**src/rtl/ievt_pkg.sv**
```systemverilog
package ievt_pkg;

    localparam int unsigned REG_W  = 32;
    localparam int unsigned ADDR_W = 8;

    // Bit positions whose function the logic depends on
    localparam int unsigned MASTER_BIT  = 31;
    localparam int unsigned BUSRST_BIT  = 17;
    localparam int unsigned SIDDONE_BIT = 16;

    // Implemented bits: 26:19, 17, 16, 9:0
    localparam logic [REG_W-1:0] EVT_LIVE = 32'h07FB_03FF;
    localparam logic [REG_W-1:0] MSK_LIVE = EVT_LIVE | (32'h1 << MASTER_BIT);

    // Reserved in both registers
    localparam logic [REG_W-1:0] SHARED_RSVD = ~(EVT_LIVE | (32'h1 << MASTER_BIT));

    localparam logic [ADDR_W-1:0] DEF_EVT_BASE = 8'h80;
    localparam logic [ADDR_W-1:0] DEF_MSK_BASE = 8'h88;
    localparam logic [ADDR_W-1:0] CLR_STEP     = 8'h04;

    typedef enum logic [2:0] {
        SEL_NONE    = 3'd0,
        SEL_EVT_RAW = 3'd1,
        SEL_EVT_MSK = 3'd2,
        SEL_MSK     = 3'd3
    } rd_sel_e;

    typedef struct packed {
        logic set_we;
        logic clr_we;
    } wr_pair_t;

    typedef struct packed {
        wr_pair_t evt;
        wr_pair_t msk;
        logic     rd_en;
        rd_sel_e  rd_sel;
    } bus_cmd_t;

    // Select the read source for an offset
    function automatic rd_sel_e pick_source(
        input logic [ADDR_W-1:0] addr,
        input logic [ADDR_W-1:0] evt_base,
        input logic [ADDR_W-1:0] msk_base
    );
        rd_sel_e s;
        s = SEL_NONE;
        if (addr == evt_base)                       s = SEL_EVT_RAW;
        else if (addr == evt_base + CLR_STEP)       s = SEL_EVT_MSK;
        else if (addr == msk_base ||
                 addr == msk_base + CLR_STEP)       s = SEL_MSK;
        return s;
    endfunction

endpackage

```
**src/rtl/ievt_decode.sv**
```systemverilog
module ievt_decode
    import ievt_pkg::*;
#(
    parameter logic [ADDR_W-1:0] EVT_BASE = DEF_EVT_BASE,
    parameter logic [ADDR_W-1:0] MSK_BASE = DEF_MSK_BASE
) (
    input  logic [ADDR_W-1:0] addr,
    input  logic              we,
    input  logic              re,
    output bus_cmd_t          cmd
);

    localparam logic [ADDR_W-1:0] EVT_CLR = EVT_BASE + CLR_STEP;
    localparam logic [ADDR_W-1:0] MSK_CLR = MSK_BASE + CLR_STEP;

    always_comb begin
        cmd            = '0;
        cmd.evt.set_we = we && (addr == EVT_BASE);
        cmd.evt.clr_we = we && (addr == EVT_CLR);
        cmd.msk.set_we = we && (addr == MSK_BASE);
        cmd.msk.clr_we = we && (addr == MSK_CLR);
        cmd.rd_en      = re;
        cmd.rd_sel     = pick_source(addr, EVT_BASE, MSK_BASE);
    end

endmodule

```
**src/rtl/ievt_event_reg.sv**
```systemverilog
module ievt_event_reg
    import ievt_pkg::*;
#(
    parameter int unsigned      W       = REG_W,
    parameter logic [W-1:0]     LIVE    = EVT_LIVE,
    parameter int unsigned      BR_BIT  = BUSRST_BIT,
    parameter int unsigned      SID_BIT = SIDDONE_BIT
) (
    input  logic         clk,
    input  logic         rst,
    input  wr_pair_t     sw,
    input  logic [W-1:0] wdata,
    input  logic [W-1:0] hw_evt,
    input  logic         selfid_phase,
    output logic [W-1:0] evt_q
);

    localparam logic [W-1:0] HW_CHK = LIVE & ~(W'(1) << SID_BIT);

    logic bus_reset_hit;
    assign bus_reset_hit = hw_evt[BR_BIT];

    for (genvar i = 0; i < W; i++) begin : g_bit
        if (LIVE[i]) begin : g_live
            localparam bit IS_BR  = (i == BR_BIT);
            localparam bit IS_SID = (i == SID_BIT);
            logic bit_q;
            logic bit_d;
            logic clr_ok;

            // Software may not clear bus-reset during the self-ID phase
            assign clr_ok = !(IS_BR && selfid_phase);

            always_comb begin
                bit_d = bit_q;
                if (sw.set_we && wdata[i])           bit_d = 1'b1;
                if (sw.clr_we && wdata[i] && clr_ok) bit_d = 1'b0;
                if (hw_evt[i])                       bit_d = 1'b1;
                if (IS_SID && bus_reset_hit)         bit_d = 1'b0;
            end

            always_ff @(posedge clk) begin
                if (rst) bit_q <= 1'b0;
                else     bit_q <= bit_d;
            end

            assign evt_q[i] = bit_q;
        end else begin : g_rsvd
            assign evt_q[i] = 1'b0;
        end
    end

    // a hardware pulse always leaves its bit set
    a_r7_hw_sets_bit: assert property (@(posedge clk) disable iff (rst)
        (|(hw_evt & HW_CHK)) |=>
            ((evt_q & $past(hw_evt & HW_CHK)) == $past(hw_evt & HW_CHK)));

    // bus reset wipes self-ID complete and is itself recorded
    a_r8_busreset_wipes_sid: assert property (@(posedge clk) disable iff (rst)
        hw_evt[BR_BIT] |=> (!evt_q[SID_BIT] && evt_q[BR_BIT]));

    // bus-reset bit survives a clear during the self-ID phase
    a_r9_interlock: assert property (@(posedge clk) disable iff (rst)
        (selfid_phase && sw.clr_we && evt_q[BR_BIT]) |=> evt_q[BR_BIT]);

endmodule

```
**src/rtl/ievt_mask_reg.sv**
```systemverilog
module ievt_mask_reg
    import ievt_pkg::*;
#(
    parameter int unsigned  W    = REG_W,
    parameter logic [W-1:0] LIVE = MSK_LIVE
) (
    input  logic         clk,
    input  logic         rst,
    input  wr_pair_t     sw,
    input  logic [W-1:0] wdata,
    output logic [W-1:0] msk_q
);

    localparam logic [W-1:0] CHK = LIVE;

    for (genvar i = 0; i < W; i++) begin : g_bit
        if (LIVE[i]) begin : g_live
            logic bit_q;
            always_ff @(posedge clk) begin
                if (rst)                          bit_q <= 1'b0;
                else if (sw.set_we && wdata[i])   bit_q <= 1'b1;
                else if (sw.clr_we && wdata[i])   bit_q <= 1'b0;
            end
            assign msk_q[i] = bit_q;
        end else begin : g_rsvd
            assign msk_q[i] = 1'b0;
        end
    end

    // set word turns written ones on
    a_r3_set_word: assert property (@(posedge clk) disable iff (rst)
        sw.set_we |=> ((msk_q & $past(wdata & CHK)) == $past(wdata & CHK)));

    // clear word turns written ones off
    a_r3_clear_word: assert property (@(posedge clk) disable iff (rst)
        sw.clr_we |=> ((msk_q & $past(wdata & CHK)) == '0));

    // zero bits keep their value
    a_r3_zero_keeps: assert property (@(posedge clk) disable iff (rst)
        (sw.set_we || sw.clr_we) |=>
            ((msk_q & ~$past(wdata)) == ($past(msk_q) & ~$past(wdata))));

endmodule

```
**src/rtl/ievt_readout.sv**
```systemverilog
module ievt_readout
    import ievt_pkg::*;
#(
    parameter int unsigned W    = REG_W,
    parameter int unsigned GATE = MASTER_BIT
) (
    input  logic         clk,
    input  logic         rst,
    input  bus_cmd_t     cmd,
    input  logic [W-1:0] evt_q,
    input  logic [W-1:0] msk_q,
    output logic [W-1:0] rdata,
    output logic         irq
);

    logic [W-1:0] pend_en;
    logic [W-1:0] rd_mux;

    assign pend_en = evt_q & msk_q;
    assign irq     = msk_q[GATE] && (|pend_en);

    always_comb begin
        unique case (cmd.rd_sel)
            SEL_EVT_RAW: rd_mux = evt_q;
            SEL_EVT_MSK: rd_mux = pend_en;
            SEL_MSK:     rd_mux = msk_q;
            default:     rd_mux = '0;
        endcase
    end

    always_ff @(posedge clk) begin
        if (rst)            rdata <= '0;
        else if (cmd.rd_en) rdata <= rd_mux;
    end

    // the gate bit from the enable register holds the line low
    a_r5_gate_low: assert property (@(posedge clk) disable iff (rst)
        !msk_q[GATE] |-> !irq);

    // reserved positions never appear on the read bus
    a_r10_rsvd_read_zero: assert property (@(posedge clk) disable iff (rst)
        (rdata & SHARED_RSVD[W-1:0]) == '0);

    // unmapped reads return zero
    a_r11_unmapped_zero: assert property (@(posedge clk) disable iff (rst)
        (cmd.rd_en && cmd.rd_sel == SEL_NONE) |=> (rdata == '0));

    // read data holds between reads
    a_r6_rdata_holds: assert property (@(posedge clk) disable iff (rst)
        !cmd.rd_en |=> $stable(rdata));

endmodule

```
**src/rtl/intr_event_ctrl.sv**
```systemverilog
module intr_event_ctrl
    import ievt_pkg::*;
#(
    parameter logic [ADDR_W-1:0] EVT_BASE = DEF_EVT_BASE,
    parameter logic [ADDR_W-1:0] MSK_BASE = DEF_MSK_BASE
) (
    input  logic              clk,
    input  logic              rst,
    input  logic [ADDR_W-1:0] bus_addr_i,
    input  logic [REG_W-1:0]  bus_wdata_i,
    input  logic              bus_we_i,
    input  logic              bus_re_i,
    output logic [REG_W-1:0]  bus_rdata_o,
    input  logic [REG_W-1:0]  hw_evt_i,
    input  logic              selfid_phase_i,
    output logic              irq_o
);

    bus_cmd_t         cmd;
    logic [REG_W-1:0] evt_q;
    logic [REG_W-1:0] msk_q;

    ievt_decode #(
        .EVT_BASE (EVT_BASE),
        .MSK_BASE (MSK_BASE)
    ) u_decode (
        .addr (bus_addr_i),
        .we   (bus_we_i),
        .re   (bus_re_i),
        .cmd  (cmd)
    );

    ievt_event_reg #(
        .W       (REG_W),
        .LIVE    (EVT_LIVE),
        .BR_BIT  (BUSRST_BIT),
        .SID_BIT (SIDDONE_BIT)
    ) u_event (
        .clk          (clk),
        .rst          (rst),
        .sw           (cmd.evt),
        .wdata        (bus_wdata_i),
        .hw_evt       (hw_evt_i),
        .selfid_phase (selfid_phase_i),
        .evt_q        (evt_q)
    );

    ievt_mask_reg #(
        .W    (REG_W),
        .LIVE (MSK_LIVE)
    ) u_mask (
        .clk   (clk),
        .rst   (rst),
        .sw    (cmd.msk),
        .wdata (bus_wdata_i),
        .msk_q (msk_q)
    );

    ievt_readout #(
        .W    (REG_W),
        .GATE (MASTER_BIT)
    ) u_readout (
        .clk   (clk),
        .rst   (rst),
        .cmd   (cmd),
        .evt_q (evt_q),
        .msk_q (msk_q),
        .rdata (bus_rdata_o),
        .irq   (irq_o)
    );

    // interrupt line is low on the cycle after reset
    a_r1_reset_quiet: assert property (@(posedge clk)
        rst |=> !irq_o);

    // line high needs the gate and one enabled pending bit
    a_r4_line_cause: assert property (@(posedge clk) disable iff (rst)
        irq_o |-> (msk_q[MASTER_BIT] && ((evt_q & msk_q) != '0)));

endmodule

```
**config.mk**
```make
export PLATFORM = sky130hd
export DESIGN_NAME = intr_event_ctrl
export DESIGN_NICKNAME = d
export VERILOG_FILES = /design/src/rtl/ievt_pkg.sv /design/src/rtl/ievt_decode.sv /design/src/rtl/ievt_event_reg.sv /design/src/rtl/ievt_mask_reg.sv /design/src/rtl/ievt_readout.sv /design/src/rtl/intr_event_ctrl.sv
export SDC_FILE = /design/constraint.sdc
export NUM_CORES = 1
export LEC_CHECK = 0
export BUFFER_PORTS_ARGS = -buffer_cell sky130_fd_sc_hd__buf_2
export CELL_PAD_IN_SITES_DETAIL_PLACEMENT = 1
export CELL_PAD_IN_SITES_GLOBAL_PLACEMENT = 2
export CORE_MARGIN = 2
export CORE_UTILIZATION = 30
export DETAILED_ROUTE_END_ITERATION = 7
export PLACE_DENSITY = 0.85
export SLEW_MARGIN = 20
export SYNTH_ARGS = -nofsm -noshare
export SYNTH_HDL_FRONTEND = slang
export SYNTH_SLANG_ARGS = --single-unit
export TNS_END_PERCENT = 1
```
**constraint.sdc**
```tcl
create_clock -name clk -period 4 [get_ports clk]
set_clock_uncertainty 0.2 [all_clocks]
set_input_delay 0.8 -clock clk [delete_from_list [all_inputs] [get_ports clk]]
set_output_delay 0.8 -clock clk [all_outputs]
set_load 0.05 [all_outputs]
```
==> results.txt <==
----------------------------------------------------
[Run status]
  Status ... complete, no violations

[Timing]
  Finish-stage setup viols ... 0
  Count of final hold-check violations ... 0
  Final worst path period need ... 2.90 ns
  Peak Freq ... 345 MHz
  Final period util ... 0.725
  Final hold slack ... 0.273 ns
  Transition time at the pin with the least slew margin ... 0.881 ns
  Count of pins over their slew limit ... 0
  TNS Setup ... 0 ns
  RSZ-0062 raised after global routing ... false
  Worst slew margin relative to its limit ... 0.412

[Power and ir drop]
  Total power after layout ... 1280 uW
  Pwr per Cell Area ... 357 mW/mm2
  Static leakage ... 0.00137 uW
  Worst VDD drop ... 167 uV

[Min path]
  Worst Hold End ... u_readout.rdata[26]$_SDFFE_PP0P_
  Hold path start ... u_readout.rdata[26]$_SDFFE_PP0P_
  Min-Delay Path Class ... reg2reg
  Worst hold stages ... 2

[Final layout]
  Number of inserted filler cells in the final layout ... 1229
  Area overhead of the layout relative to synthesis ... 17.6%
  Net count, final ... 487
  Antenna cell count ... 0
  Share of final-layout standard cells stronger than drive strength 1 ... 0.253
  Final core occ ... 0.366
  Post-Layout Cell Count ... 548

[Die]
  Horizontal die dimension ... 105 um
  Top-level port count ... 110
  Total Die Area ... 0.0110 mm2
  # rows ... 36
  Die Ht ... 105 um
  Initial core utilization ... 0.311
  Core area ... 0.00982 mm2

[Synth]
  Cell count after synthesis ... 351
  Mapped Avg Cell Area ... 8.71 um2
  Area fraction in compound gates after synthesis ... 0.293
  Most frequently used cell type in the post-synthesis netlist ... sky130_fd_sc_hd__dfxtp_1
  Top FF cell, synth ... sky130_fd_sc_hd__dfxtp_1
  Main combinational cell family by area after synthesis ... compound AO/OA/AOI/OAI gates
  Share of the synthesized netlist area taken by xor and xnor gates ... 0
  Library cells used by synthesis ... 32
  Multiplexer share of the synthesized area ... 0
  Basic-gate share of the synthesized area counting and, or, nand and nor cells ... 0.216
  Leading cell types by count after synthesis ... sky130_fd_sc_hd__dfxtp_1, sky130_fd_sc_hd__a21oi_1, sky130_fd_sc_hd__nor3_1
  Area share of the largest cell type after synthesis ... 0.406
  Post-synth EDFFs ... 0
  Summed instance area of the synthesized netlist ... 0.00306 mm2
  Flip-flop and latch count after synthesis ... 62
  Synthesis warning total ... 0
  Leading cell types by total area after synthesis ... sky130_fd_sc_hd__dfxtp_1, sky130_fd_sc_hd__a21oi_1, sky130_fd_sc_hd__nor3_1, sky130_fd_sc_hd__a311oi_1, sky130_fd_sc_hd__o22a_1
  Register area share after synthesis ... 0.406
  Biggest area consumer among synthesized cells ... sky130_fd_sc_hd__dfxtp_1
  Share of synthesized cell area in full adder, half adder and majority cells ... 0
  Asr flop ratio synth ... 0

[GRT]
  Residual overflow from global routing ... 0
  Number of global-route vias before repair ... 2872
  Largest net degree at the start of global routing ... 43
  Wire length of the first global-routing pass ... 14.7 mm
  Initial antenna violation count ... 0
  Total track usage ... 0.167

[Critical path]
  CP Max Fanout ... 4
  Required time of the critical path ... 3.00 ns
  Worst Setup Path Type ... reg2out
  Origin of the critical flop-to-flop path ... u_event.g_bit[16].g_live.bit_q$_SDFFE_PP0P_
  Crit path arrival time ... 1.90 ns
  Max stage delay on crit path ... 0.40 ns
  End of the worst register-to-register path ... u_event.g_bit[16].g_live.bit_q$_SDFFE_PP0P_
  CP Capture Type ... primary output
  Worst reg-to-reg setup slack ... 2.79 ns
  Critical-path top delay cell ... sky130_fd_sc_hd__a221oi_1
  Cells along the critical path ... a22o_1 > a221oi_1 > nand3_1 > o21a_1 > buf_2
  Crit start category ... register
  Number of cell instances on the worst register-to-register path ... 3

[Clock network]
  CTS H-tree depth ... 3
  Clock tree from TritonCTS ... done
  Maximum clock path buffer count ... 2
  Clock Sinks ... 62
  CTS-repair resized insts ... 0
  Post-CTS setup repair buffer count ... 0
  Skew-Pair Late Insertion Delay ... 0.34 ns
  Clock root cell ... sky130_fd_sc_hd__clkbuf_8
  CTS clk-pin slew, worst paths ... 0.07 ns
  Number of buffers added by the clock tree synthesis step ... 9
  Number of hold buffers added after CTS ... 0

[Drt]
  DRC violations left ... 0
  Via count of the routed design ... 2957
  Average wire length per cell after detail routing ... 16.2 um
  Detailed Routing Iterations Pass 1 ... 4
  Vias per cell ... 5.40
  Wirelength, routed ... 8.88 mm
  Iteration-0 DRC count of the detailed router ... 97
  Post-detailed-route count of antenna-violating nets ... 0

[Placed design]
  Placer congestion estimate ... 0.724
  Port Buffers ... 75
  HPWL after detailed placement ... 6.17 mm
  Placed Cells ... 532

[Flow run]
  Number of maximum-capacitance violations ... 0

----------------------------------------------------
[cell usage in the layout (no fill, tap or decap), types with 2 or more instances in the layout]
| cell type | count |
|---|---|
| sky130_fd_sc_hd__buf_2 | 75 |
| sky130_fd_sc_hd__dfxtp_1 | 62 |
| sky130_fd_sc_hd__a21oi_1 | 43 |
| sky130_fd_sc_hd__nor3_1 | 38 |
| sky130_fd_sc_hd__nor2_1 | 22 |
| sky130_fd_sc_hd__nand3_1 | 21 |
| sky130_fd_sc_hd__nand2b_1 | 21 |
| sky130_fd_sc_hd__o22a_1 | 20 |
| sky130_fd_sc_hd__a311oi_1 | 20 |
| sky130_fd_sc_hd__nand2_1 | 19 |
| sky130_fd_sc_hd__conb_1 | 11 |
| sky130_fd_sc_hd__a2111oi_0 | 10 |
| sky130_fd_sc_hd__clkbuf_8 | 10 |
| sky130_fd_sc_hd__a2111oi_2 | 8 |
| sky130_fd_sc_hd__buf_4 | 6 |
| sky130_fd_sc_hd__a22oi_1 | 4 |
| sky130_fd_sc_hd__a22o_1 | 3 |
| sky130_fd_sc_hd__a221oi_1 | 3 |
| sky130_fd_sc_hd__nand4_1 | 3 |
| sky130_fd_sc_hd__clkinv_2 | 3 |
| sky130_fd_sc_hd__clkbuf_1 | 2 |
[layer usage]
metal | global-route usage | vias to the layer above | wire length [um]
met1 | 0.213 | 1445 | 4070
li1 | - | 1434 | -
met5 | 0 | - | 0
met3 | 0.0462 | 7 | 391
met2 | 0.276 | 71 | 4330
met4 | 0.0448 | 0 | 79
[power breakdown]
part | internal, uW | leakage [uW] | switching, uW
Sequential | 634 | 0.000505 | 18.6
Combinational | 54.0 | 0.000780 | 98.6
Clock | 239 | 0.0000861 | 240
Total | 926 | 0.00137 | 358
[final cells by class]
type	instances	area, um2	share of cell area
timing repair buffer	81	420	0.117
multi-input combinational	256	1600	0.445
clock inverter	4	22.5	0.00627
clock buffer	12	145	0.0404
sequential	62	1240	0.345
tap	133	166	0.0463
[worst max-delay path, delay by kind of cell, from the launching register on]
family                 cells  cell delay (ns)
DFF                        1             0.35
AOI/OAI and AO/OA          3             0.86
and+or+nand+nor            1             0.14
buffers and inverters      1             0.21
[stage by stage]
step	setup slack (ns)	area [um2]
3_3_place_gp	1.39	3430
4_1_cts	1.12	3590
3_5_place_dp	1.33	3430
5_1_grt	1.01	3590
6_report	1.10	3590
2_1_floorplan	1.83	3100
[sequential cells by signal (all words and copies together), names as in the netlist]
register                    flops
u_event.g_bit.g_live.bit_q     20
u_readout.rdata                21
u_mask.g_bit.g_live.bit_q      21
[kinds of logic (layout without fill, tap and decap cells)]
logic type,after synthesis,after routing
buffers and inverters,43,97
DFF,62,62
and+or+nand+nor,130,130
other,1,11
AOI/OAI and AO/OA,115,115
[how the worst max path moves through the flow]
stage	from	endpoint	slack, ns	depth (start not counted)
finish	u_event.g_bit[9].g_live.bit_q$_SDFFE_PP0P_	irq_o	1.10	5
global route	u_mask.g_bit[9].g_live.bit_q$_SDFFE_PP0P_	irq_o	1.01	5
floorplan	u_mask.g_bit[16].g_live.bit_q$_SDFFE_PP0P_	irq_o	1.83	4
detailed placement	bus_addr_i[6]	u_readout.rdata[8]$_SDFFE_PP0P_	1.33	5
CTS	u_event.g_bit[9].g_live.bit_q$_SDFFE_PP0P_	irq_o	1.12	5
global placement	bus_addr_i[6]	u_readout.rdata[8]$_SDFFE_PP0P_	1.39	5
Note: power is estimated with default switching activity, not from simulation.
